File: src/rtl/bfc_pkg.sv
package bfc_pkg;

  localparam int SW_W    = 16;
  localparam int FC_W    = 3;
  localparam int SZ_W    = 2;
  localparam int RR_BIT  = 12;
  localparam int RW_BIT  = 6;
  localparam int SZ_LSB  = 4;
  localparam int FC_LSB  = 0;

  localparam logic [SZ_W-1:0] SZ_LONG = 2'b00;
  localparam logic [SZ_W-1:0] SZ_BYTE = 2'b01;
  localparam logic [SZ_W-1:0] SZ_WORD = 2'b10;

  typedef enum logic [1:0] {
    FT_OTHER    = 2'b00,
    FT_RELEASED = 2'b01,
    FT_EXCPROC  = 2'b10,
    FT_MULTIREG = 2'b11
  } fault_kind_t;

  typedef struct packed {
    logic            rr;
    logic            rw;
    logic [SZ_W-1:0] sz;
    logic [FC_W-1:0] fc;
  } fault_rec_t;

  function automatic logic [SZ_W-1:0] remaining_size(
    input logic [SZ_W-1:0] orig, input logic first_word_done);
    logic [SZ_W-1:0] r;
    case (orig)
      SZ_LONG: r = first_word_done ? SZ_WORD : SZ_LONG;
      SZ_BYTE: r = SZ_BYTE;
      SZ_WORD: r = SZ_WORD;
      default: r = orig;
    endcase
    return r;
  endfunction

  function automatic fault_kind_t classify(
    input logic released_wr, input logic in_exc, input logic movem);
    if (released_wr)  return FT_RELEASED;
    else if (in_exc)  return FT_EXCPROC;
    else if (movem)   return FT_MULTIREG;
    else              return FT_OTHER;
  endfunction

  function automatic logic [SW_W-1:0] pack_word(input fault_rec_t f);
    logic [SW_W-1:0] w;
    w = '0;
    w[RR_BIT] = f.rr;
    w[RW_BIT] = f.rw;
    w[SZ_LSB +: SZ_W] = f.sz;
    w[FC_LSB +: FC_W] = f.fc;
    return w;
  endfunction

  function automatic fault_rec_t unpack_word(input logic [SW_W-1:0] w);
    fault_rec_t f;
    f.rr = w[RR_BIT];
    f.rw = w[RW_BIT];
    f.sz = w[SZ_LSB +: SZ_W];
    f.fc = w[FC_LSB +: FC_W];
    return f;
  endfunction

endpackage

File: src/rtl/bfc_size_calc.sv
module bfc_size_calc
  import bfc_pkg::*;
(
  input  logic [SZ_W-1:0] orig_size,
  input  logic            word_done,
  output logic [SZ_W-1:0] rem_size
);

  always_comb rem_size = remaining_size(orig_size, word_done);

  // a byte never reports anything but byte
  always_comb begin
    if (orig_size == SZ_BYTE)
      a_r2_byte_kept: assert (rem_size == SZ_BYTE);
  end

endmodule

File: src/rtl/bfc_capture.sv
module bfc_capture
  import bfc_pkg::*;
(
  input  logic            clk,
  input  logic            rst_n,
  input  logic            cyc_rd,
  input  logic [SZ_W-1:0] rem_size,
  input  logic [FC_W-1:0] cyc_fc,
  input  logic            cyc_released,
  input  logic            cyc_in_exc,
  input  logic            cyc_movem,
  input  logic            fault_strb,
  input  logic            boundary_strb,
  input  logic            opacc_req,
  output fault_rec_t      rec,
  output fault_kind_t     kind,
  output logic            wr_pending,
  output logic            exc_req,
  output logic            opacc_abort
);

  logic accept_w;
  logic rel_w;
  logic take_w;

  assign accept_w    = fault_strb & ~wr_pending;
  assign rel_w       = accept_w & cyc_released & ~cyc_rd;
  assign take_w      = wr_pending & (boundary_strb | opacc_req);
  assign opacc_abort = wr_pending & opacc_req;

  always_ff @(posedge clk) begin
    if (!rst_n) begin
      rec        <= '0;
      kind       <= FT_OTHER;
      wr_pending <= 1'b0;
      exc_req    <= 1'b0;
    end else begin
      if (accept_w) begin
        rec.rr <= 1'b1;
        rec.rw <= cyc_rd;
        rec.sz <= rem_size;
        rec.fc <= cyc_fc;
        kind   <= classify(cyc_released & ~cyc_rd, cyc_in_exc, cyc_movem);
      end
      if (rel_w)       wr_pending <= 1'b1;
      else if (take_w) wr_pending <= 1'b0;
      exc_req <= (accept_w & ~rel_w) | take_w;
    end
  end

  // pending only ever starts from a released write fault
  a_r7_pending_source: assert property (@(posedge clk) disable iff (!rst_n)
    $rose(wr_pending) |-> $past(fault_strb && cyc_released && !cyc_rd));

  // pending fault reported at boundary
  a_r7_boundary_report: assert property (@(posedge clk) disable iff (!rst_n)
    (wr_pending && boundary_strb) |=> (exc_req && !wr_pending));

  // abort acknowledges the pending fault
  a_r8_abort_ack: assert property (@(posedge clk) disable iff (!rst_n)
    opacc_abort |=> (exc_req && !wr_pending));

  // ordinary read fault reports at once
  a_r9_direct_report: assert property (@(posedge clk) disable iff (!rst_n)
    (fault_strb && !wr_pending && cyc_rd) |=> (exc_req && !wr_pending));

  // captured status is frozen while a fault waits
  a_r11_hold_status: assert property (@(posedge clk) disable iff (!rst_n)
    wr_pending |=> ($stable(rec) && $stable(kind)));

endmodule

File: src/rtl/bfc_restore.sv
module bfc_restore
  import bfc_pkg::*;
(
  input  logic            clk,
  input  logic            rst_n,
  input  logic            unstack_valid,
  input  logic [SW_W-1:0] unstack_word,
  output logic            reload_valid,
  output logic            reload_rw,
  output logic [SZ_W-1:0] reload_size,
  output logic [FC_W-1:0] reload_fc
);

  fault_rec_t f_w;
  logic       rerun_w;
  logic       unused_bits;

  assign f_w         = unpack_word(unstack_word);
  assign rerun_w     = unstack_valid & f_w.rr;
  assign unused_bits = ^{unstack_word[15:13], unstack_word[11:7], unstack_word[3]};

  always_ff @(posedge clk) begin
    if (!rst_n) begin
      reload_valid <= 1'b0;
      reload_rw    <= 1'b0;
      reload_size  <= '0;
      reload_fc    <= '0;
    end else begin
      reload_valid <= rerun_w;
      if (rerun_w) begin
        reload_rw   <= f_w.rw;
        reload_size <= f_w.sz;
        reload_fc   <= f_w.fc;
      end
    end
  end

  // reload only follows a restored word with rerun set
  a_r5_rerun_gate: assert property (@(posedge clk) disable iff (!rst_n)
    reload_valid |-> $past(unstack_valid && unstack_word[RR_BIT]));

  // reload fields stay put when no reload occurs
  a_r5_fields_hold: assert property (@(posedge clk) disable iff (!rst_n)
    !reload_valid |-> ($stable(reload_rw) && $stable(reload_size) && $stable(reload_fc)));

endmodule

File: src/rtl/bus_fault_capture.sv
module bus_fault_capture
  import bfc_pkg::*;
(
  input  logic        clk,
  input  logic        rst_n,
  input  logic        cyc_rd,
  input  logic [1:0]  cyc_orig_size,
  input  logic        cyc_word_done,
  input  logic [2:0]  cyc_fc,
  input  logic        cyc_released,
  input  logic        cyc_in_exc,
  input  logic        cyc_movem,
  input  logic        fault_strb,
  input  logic        boundary_strb,
  input  logic        opacc_req,
  input  logic        unstack_valid,
  input  logic [15:0] unstack_word,
  output logic [15:0] stack_word,
  output logic [1:0]  fault_type,
  output logic        wr_pending,
  output logic        exc_req,
  output logic        opacc_abort,
  output logic        reload_valid,
  output logic        reload_rw,
  output logic [1:0]  reload_size,
  output logic [2:0]  reload_fc
);

  logic [SZ_W-1:0] rem_size_w;
  fault_rec_t      rec_w;
  fault_kind_t     kind_w;

  bfc_size_calc u_size (
    .orig_size (cyc_orig_size),
    .word_done (cyc_word_done),
    .rem_size  (rem_size_w)
  );

  bfc_capture u_cap (
    .clk           (clk),
    .rst_n         (rst_n),
    .cyc_rd        (cyc_rd),
    .rem_size      (rem_size_w),
    .cyc_fc        (cyc_fc),
    .cyc_released  (cyc_released),
    .cyc_in_exc    (cyc_in_exc),
    .cyc_movem     (cyc_movem),
    .fault_strb    (fault_strb),
    .boundary_strb (boundary_strb),
    .opacc_req     (opacc_req),
    .rec           (rec_w),
    .kind          (kind_w),
    .wr_pending    (wr_pending),
    .exc_req       (exc_req),
    .opacc_abort   (opacc_abort)
  );

  bfc_restore u_rst (
    .clk           (clk),
    .rst_n         (rst_n),
    .unstack_valid (unstack_valid),
    .unstack_word  (unstack_word),
    .reload_valid  (reload_valid),
    .reload_rw     (reload_rw),
    .reload_size   (reload_size),
    .reload_fc     (reload_fc)
  );

  assign stack_word = pack_word(rec_w);
  assign fault_type = kind_w;

  // unused stacked bits stay zero
  a_r6_zero_bits: assert property (@(posedge clk) disable iff (!rst_n)
    (stack_word & 16'hEF88) == 16'h0000);

  // a captured fault always carries the rerun bit
  a_r4_rerun_set: assert property (@(posedge clk) disable iff (!rst_n)
    exc_req |-> stack_word[12]);

endmodule

File: config.mk
export PLATFORM = sky130hd
export DESIGN_NAME = bus_fault_capture
export DESIGN_NICKNAME = d
export VERILOG_FILES = /design/src/rtl/bfc_pkg.sv /design/src/rtl/bfc_size_calc.sv /design/src/rtl/bfc_capture.sv /design/src/rtl/bfc_restore.sv /design/src/rtl/bus_fault_capture.sv
export SDC_FILE = /design/constraint.sdc
export NUM_CORES = 1
export LEC_CHECK = 0
export BUFFER_PORTS_ARGS = -buffer_cell sky130_fd_sc_hd__buf_4
export CORE_MARGIN = 3
export CORE_UTILIZATION = 41
export DETAILED_ROUTE_END_ITERATION = 8
export PLACE_DENSITY = 0.83
export SLEW_MARGIN = 5
export SYNTH_ARGS = -nofsm -noshare
export SYNTH_HDL_FRONTEND = slang
export SYNTH_SLANG_ARGS = --single-unit
File: constraint.sdc
create_clock -name clk -period 2.7 [get_ports clk]
set_input_delay 0.27 -clock clk [delete_from_list [all_inputs] [get_ports clk]]
set_output_delay 0.27 -clock clk [all_outputs]
set_load 0.03 [all_outputs]
# Yosys cells after proc, flatten, opt, wreduce, memory -nomap -nowiden
# Cells that the tools add are included.
dict set report totals {
  regBits 18
  in_bits 32
  out_inout_bits 28
  wordCells 35
}
dict set report op_classes {
  eq_ne 2
  mux 7
  bitwise_logic 13
  reduce_logical 2
}
# cell count
set ops {}
lappend ops {{$and A1 B1 Y1} 8}
lappend ops {{$mux W2} 4}
lappend ops {{$pmux W2 S3} 1}
lappend ops {{$not A1 Y1} 3}
lappend ops {{$eq A2 B1 Y1 const B} 1}
lappend ops {{$eq A2 B2 Y1 const B} 1}
lappend ops {{$logic_not A2 Y1} 1}
lappend ops {{$mux W1} 2}
lappend ops {{$or A1 B1 Y1} 2}
lappend ops {{$reduce_bool A2 Y1} 1}

# Longest topological paths before layout
# Gate-level depths: netlist (run 1).
dict set report depth {
  ltp_word 7
  mapped_depth 4
  depth_no_buf 3
}

# Hierarchy
# From an unflattened synthesis (run 1), not the netlist that was laid out.
dict set report hier_totals {
  hier_cells 89
  hier_area_um2 792.0
}
# mod n_inst cells_per_inst area_each_um2 seq_area_each_um2
set modules_own_cells {}
lappend modules_own_cells {bfc_capture 1 48 440.4 220.2}
lappend modules_own_cells {bfc_restore 1 28 265.3 140.1}
lappend modules_own_cells {bus_fault_capture 1 10 71.3 0.0}
lappend modules_own_cells {bfc_size_calc 1 3 15.0 0.0}

# Worst setup path before layout (run 1)
# No wires, ideal clock.
dict set report synth_path {
  kind {reg2out}
  from {register u_cap.wr_pending}
  to {output port opacc_abort}
  t_arrival_ns 0.896
  required_ns 2.430
  path_slack_ns 1.534
  stages_incl_launch_ff 2
  n_path_buf 0
  cell_sequence {dfxtp_1 > and2_1}
}
dict set report synth_between {
  elab_chain_len 1
}
# item line
set synth_rtl {}
lappend synth_rtl {{from (decl)} bfc_capture.sv:17} ;# output logic wr_pending,
lappend synth_rtl {{from (signal assigned)} bfc_capture.sv:35} ;# wr_pending <= 1'b0;
lappend synth_rtl {{from (signal assigned)} bfc_capture.sv:45} ;# if (rel_w) wr_pending <= 1'b1;
lappend synth_rtl {{from (signal assigned)} bfc_capture.sv:46} ;# else if (take_w) wr_pending <= 1'b0;
lappend synth_rtl {{$and A1 B1 Y1} bfc_capture.sv:29} ;# assign opacc_abort = wr_pending & opacc_req;
lappend synth_rtl {{to (decl)} bus_fault_capture.sv:22} ;# output logic opacc_abort,
# Every way passes these cells.

# Worst setup path after layout (run 1)
# Ends and elaborated chain as after synthesis.

==> metrics, run 1 <==
status=complete, no violations; required time of the critical path=2.43 ns; crit path DAT=1.03 ns; mux share of post-synthesis cell area=0%; CP max stage cell=dfxtp_1; core area=1630 µm²; GP Congestion=0.735; Clock Power Share=28.2%; min Tclk post-route=1.30 ns; switching share of power=29.1%; RSZ-0062 raised after global routing=no; Crit Path Class=reg -> out; sequential share of power=49.2%; vias in the first global route=669; Post-CTS Setup Inserts=0; Synth area leaders=dfxtp_1, buf_4, nand2_1, a21boi_0, a21boi_1; DR DRC count=0; CTS tree=built; Avg Cell Area, Syn=8.79 µm²; Post-Synth Adder-Cell Area=0%; critical path's top delay family=flip-flops; initial DRC count=12; initial antenna violation count=0; Max H-tree Level=1; share of cells above drive strength 1=36.2%; Max Buffers Root-to-Sink=2; CP Capture Type=output port; Routed WL per cell=11.4 µm; Hold/Removal Path Class=in -> reg; Max Fanout on Critical Path=6; CTS Sinks=18; Vias per Instance=4.54; Critical Path, Cell by Cell=and2_1 > buf_4; Fillers=151; I/O pin cnt=60; Post-CTS Hold Fix Bufs=0; GR Util All Layers=14.8%; hold path cells=3; Seq/Total Area, Yosys=47.1%; drt first pass iters=6; WP buf/inv=1; standard-cell rows=14; Simple-Gate Fraction of Synth Area=19.3%; Worst path max stage delay=0.43 ns; Max-Cap Viols=0; Final Core Density=66.2%; Chip Width=49.2 µm; Vias=685; compound-gate portion of the synthesized area=20.3%; share of the synthesized area in the top cell type=47.1%; Clk Latency, worst-skew pair=0.29 ns; Levels on crit path=2; Layout Nets=160; Num CTS Buffers=3; gr ovfl total=0; dominant cell type by area after synthesis=dfxtp_1; diodes inserted=0; Placed Instance Area=1040 µm²; Routed Antenna Nets=0; Worst Skew=0.00183 ns; Least-Margin Pin Slew=0.635 ns; Yosys Warn Count=0; Total Routed Length=1.72 mm; largest net degree at the start of global routing=20; reg2reg start=u_cap.wr_pending; post-cts sizing count=0; Leakage Power=0.515 nW; largest family of logic cells by synthesized area=compound AO/OA/AOI/OAI gates; Pwr Density=544 nW/µm²; Fmax=0.769 GHz; hpwl dp=1.32 mm; Psw=0.171 mW; die height=49.2 µm; Final Hold Fails=0; post-synth cell types=21; Post-Syn Area=764 µm²; Mapped Cells=87; Slew headroom=57.6%; XOR/XNOR Fraction of Synth Area=0%; IO Port Bufs=41; setup TNS=0 ns; Die ar.=2420 µm²; Worst Setup SP=u_cap.wr_pending; area added between synthesis and finish=41.1%; Pint=0.416 mW; Initial Util=46.9%; wire length of the first global-routing pass=2.81 mm; root buf cell=clkbuf_4; #FFs+latches synth=18; CTS clk-pin slew, worst paths=0.10 ns; Comb power frac=22.6%; post-route cell area=1080 µm²; Slew Viols, Final=0; period utilization=48.2%; setup violators final=0; Peak supply drop=0.000348 V; worst reg2reg path depth=3; min-delay src=cyc_fc[0]; Setup crit start kind=flop
path summary, 6_finish.rpt:
path | slack, ns | end
min | 0.21 | u_cap.rec[0]
max | 1.40 | opacc_abort
max reg2reg | 1.43 | u_cap.wr_pending
min reg2reg | 0.46 | u_cap.rec[0]
stage by stage:
stage / setup WS [ns] / power [mW] / instances / hold slack, ns
final: 1.40 / 0.587 / 151 / 0.213
after global routing: 1.31 / 0.615 / 151 / 0.208
after CTS: 1.39 / 0.592 / 151 / 0.209
after detailed placement: 1.39 / 0.427 / 147 / 0.451
after global placement: 1.43 / 0.425 / 147 / 0.443
after floorplan: 1.53 / 0.382 / 95 / 0.405
registers in the layout, summed over array words and instances (netlist names):
name,count
u_cap.exc_req,1
u_cap.kind,2
u_cap.rec,7
u_cap.wr_pending,1
u_rst.reload_fc,3
u_rst.reload_rw,1
u_rst.reload_size,2
u_rst.reload_valid,1
cell families (layout without fill, tap and decap cells):
| family | Yosys count | after routing |
|---|---|---|
| buf+inv | 15 | 47 |
| compound gates | 22 | 22 |
| flops | 18 | 18 |
| simple gates | 31 | 31 |
| other cells | 1 | 9 |
area by class of cell:
| cell class | instances | area, µm² | share of cell area [%] |
|---|---|---|---|
| Timing Repair Buffer | 41 | 308 | 28.5 |
| Clock buffer | 4 | 36.3 | 3.36 |
| Inverter | 2 | 7.51 | 0.696 |
| Sequential cell | 18 | 360 | 33.4 |
| Multi-Input combinational cell | 62 | 337 | 31.2 |
| Tap cell | 24 | 30.0 | 2.78 |
cells in the mapped netlist:
library cell / count
and3_1: 1
a21boi_0: 7
o21a_1: 1
a32oi_1: 1
nor2b_1: 3
nor2_1: 1
inv_1: 2
nand3_1: 7
a21boi_1: 5
and2_1: 1
buf_4: 10
nand2b_4: 1
a21o_1: 1
buf_2: 1
dfxtp_1: 18
conb_1: 1
a21oi_1: 2
o221a_1: 1
nand2_1: 17
clkbuf_2: 2
o21ai_0: 4
layout by cell type (no fill, tap or decap), drive strengths merged, types with 2 or more instances in the layout:
cell    netlist  routed
buf          11      41
dfxtp        18      18
clkbuf        2       4
a21oi         2       2
a21boi       12      12
conb          1       9
nor2b         3       3
o21ai         4       4
nand3         7       7
nand2        17      17
inv           2       2
power by group through the flow:
stage               registers (mW)  clock network (mW)  logic [mW]
floorplan                    0.324                   0      0.0586
global placement             0.294                   0       0.131
detailed placement           0.294                   0       0.133
CTS                          0.288               0.170       0.133
global route                 0.290               0.182       0.142
finish                       0.288               0.166       0.133
routing by layer:
metal	share of wire, %	track usage (%)
met5	0	0
met4	0.64	7.58
met3	8.5	3.67
met2	51	26.1
met1	39	16.1
worst min-delay path, cell delays in order:
cell and delay, ns:
buf_4 0.11, nand2_1 0.04, a21boi_1 0.05
No activity file was read; power rests on OpenSTA's default activity.
==> inputs of run 2 (changes only) <==
--- a/config.mk
+++ b/config.mk
@@ -7,9 +7,9 @@
 export LEC_CHECK = 0
 export BUFFER_PORTS_ARGS = -buffer_cell sky130_fd_sc_hd__buf_4
 export CORE_MARGIN = 3
-export CORE_UTILIZATION = 41
+export CORE_UTILIZATION = 38
 export DETAILED_ROUTE_END_ITERATION = 8
-export PLACE_DENSITY = 0.83
+export PLACE_DENSITY = 0.78
 export SLEW_MARGIN = 5
 export SYNTH_ARGS = -nofsm -noshare
 export SYNTH_HDL_FRONTEND = slang
==> constraint.sdc (replaced) <==
create_clock -name clk -period 1.3 [get_ports clk]
set_input_delay 0.13 -clock clk [delete_from_list [all_inputs] [get_ports clk]]
set_output_delay 0.13 -clock clk [all_outputs]
set_load 0.03 [all_outputs]
==> run 2 against run 1 <==
Non-clock buffer count grew 1. Sequential cell count is the same. Clock skew grew 0.0048 ns. Die area grew 6.9%. Cell count grew 1.3%. Worst hold slack lost 0.12 ns. Critical path type unchanged.
==> metrics, run 2 (synthesis gave the netlist of run 1 again) <==
status=complete, no violations (unchanged); Hold/Removal Path Class=in -> reg (unchanged); Final Hold Fails=0 (unchanged); Final Core Density=59.7% (was 66.2%); Clk Latency, worst-skew pair=0.29 ns (about the same); Max H-tree Level=1 (unchanged); Top Registers=u_cap.rec x7, u_rst.reload_fc x3 (unchanged); Routed WL per cell=10.4 µm (was 11.4 µm); GP Congestion=0.693 (was 0.735); crit path DAT=1.00 ns (was 1.03 ns); Pwr Density=1110 nW/µm² (was 544 nW/µm²); area added between synthesis and finish=42.2% (was 41.1%); largest net degree at the start of global routing=20 (unchanged); Peak supply drop=0.000662 V (was 0.000348 V); post-cts sizing count=0 (unchanged); FF+latch area=360 µm² (unchanged); IO Port Bufs=41 (unchanged); min Tclk post-route=1.13 ns; CTS Sinks=18 (unchanged); core area=1820 µm² (was 1630 µm²); Max Fanout on Critical Path=6 (unchanged); setup violators final=0 (unchanged); diodes inserted=0 (unchanged); Fmax=0.883 GHz; most frequent cells in the layout=buf_4, dfxtp_1, nand2_1 (unchanged); commonest non-fill, non-tap cell in the layout=buf_4 (unchanged); multi-input logic area=337 µm² (unchanged); die height=50.9 µm (was 49.2 µm); hpwl dp=1.28 mm (was 1.32 mm); Worst Skew=0.00664 ns (was 0.00183 ns); GR Util All Layers=13.1% (was 14.8%); wire length of the first global-routing pass=2.66 mm (was 2.81 mm); max reg flops=7 (unchanged); CTS clk-pin slew, worst paths=0.10 ns (about the same); Total Routed Length=1.59 mm (was 1.72 mm); Fillers=179 (was 151); Vias per Instance=4.43 (was 4.54); DR DRC count=0 (unchanged); Worst Setup SP=u_cap.wr_pending (unchanged); Setup crit start kind=flop (unchanged); root buf cell=clkbuf_4 (unchanged); share of cells above drive strength 1=36.7% (was 36.2%); setup TNS=0 ns (unchanged); Slew Viols, Final=0 (unchanged); Final Power=1.21 mW (was 0.587 mW); Die ar.=2590 µm² (was 2420 µm²); r2r endpoint=u_cap.kind[0] (was u_cap.wr_pending); Num CTS Buffers=3 (unchanged); drt first pass iters=2 (was 6); Crit Path Class=reg -> out (unchanged); CP Capture Type=output port (unchanged); Initial Util=42.0% (was 46.9%); Max-Cap Viols=0 (unchanged); Vias=678 (was 685); standard-cell rows=15 (was 14); Chip Width=50.9 µm (was 49.2 µm); CTS tree=built (unchanged); vias in the first global route=636 (was 669); reg2reg start=u_cap.wr_pending (unchanged); placed cell count=149 (was 147); worst reg2reg path depth=3 (unchanged); Post-CTS Setup Inserts=0 (unchanged); Max Buffers Root-to-Sink=2 (unchanged); crit path capture=opacc_abort (unchanged); RSZ-0062 raised after global routing=no (unchanged); Most flops, register=u_cap.rec (unchanged); initial antenna violation count=0 (unchanged); Post-CTS Hold Fix Bufs=0 (unchanged); Non-Filler Instances=153 (was 151); Routed Antenna Nets=0 (unchanged); Leakage Power=0.519 nW (was 0.515 nW); I/O pin cnt=60 (unchanged); Layout Nets=161 (was 160); initial DRC count=5 (was 12); gr ovfl total=0 (unchanged); required time of the critical path=1.17 ns (was 2.43 ns); r2r setup slk=0.23 ns (was 1.43 ns); period utilization=87.1%
[run 2: layout make-up]
type	count	share of cell area (%)
Clock buffer	4	3.34
Inverter	2	0.690
Tap cell	25	2.88
Timing Repair Buffer	42	29.0
Multi-Input combinational cell	62	31.0
Sequential cell	18	33.1
[run 2: critical path, cell delays in order (launching register included)]
cell	delay [ns]
dfxtp_1	0.42
and2_1	0.15
buf_4	0.15
[run 2: report_power, final]
part	switching, mW	total [mW]	internal (mW)
sequential	0.0149	0.597	0.583
combinational	0.164	0.278	0.113
clock	0.161	0.332	0.170
[run 2: per-stage QoR]
step | hold WS [ns] | setup slack (ns) | instance area, µm²
global placement | 0.380 | 0.273 | 1050
CTS | 0.0746 | 0.160 | 1090
global route | 0.0769 | 0.0790 | 1090
detailed placement | 0.389 | 0.252 | 1050
floorplan | 0.265 | 0.171 | 795
finish | 0.0892 | 0.168 | 1090
[run 2: metal layers]
layer | up-vias | routed length (µm) | global-route usage (%)
met4 | 0 | 15 | 4.04
met3 | 2 | 192 | 4.37
li1 | 355 | - | -
met2 | 36 | 735 | 22.8
met1 | 285 | 645 | 15.1
met5 | - | 0 | 0
[run 2: how the worst min path moves through the flow]
stage | start | to | slack [ns] | cells after the start
2_1_floorplan | cyc_fc[0] | u_cap.rec[0] | 0.26 | 2
3_3_place_gp | cyc_fc[0] | u_cap.rec[0] | 0.38 | 3
3_5_place_dp | cyc_fc[2] | u_cap.rec[2] | 0.39 | 3
4_1_cts | cyc_fc[2] | u_cap.rec[2] | 0.07 | 3
5_1_grt | cyc_fc[2] | u_cap.rec[2] | 0.08 | 3
6_report | cyc_fc[2] | u_cap.rec[2] | 0.09 | 3
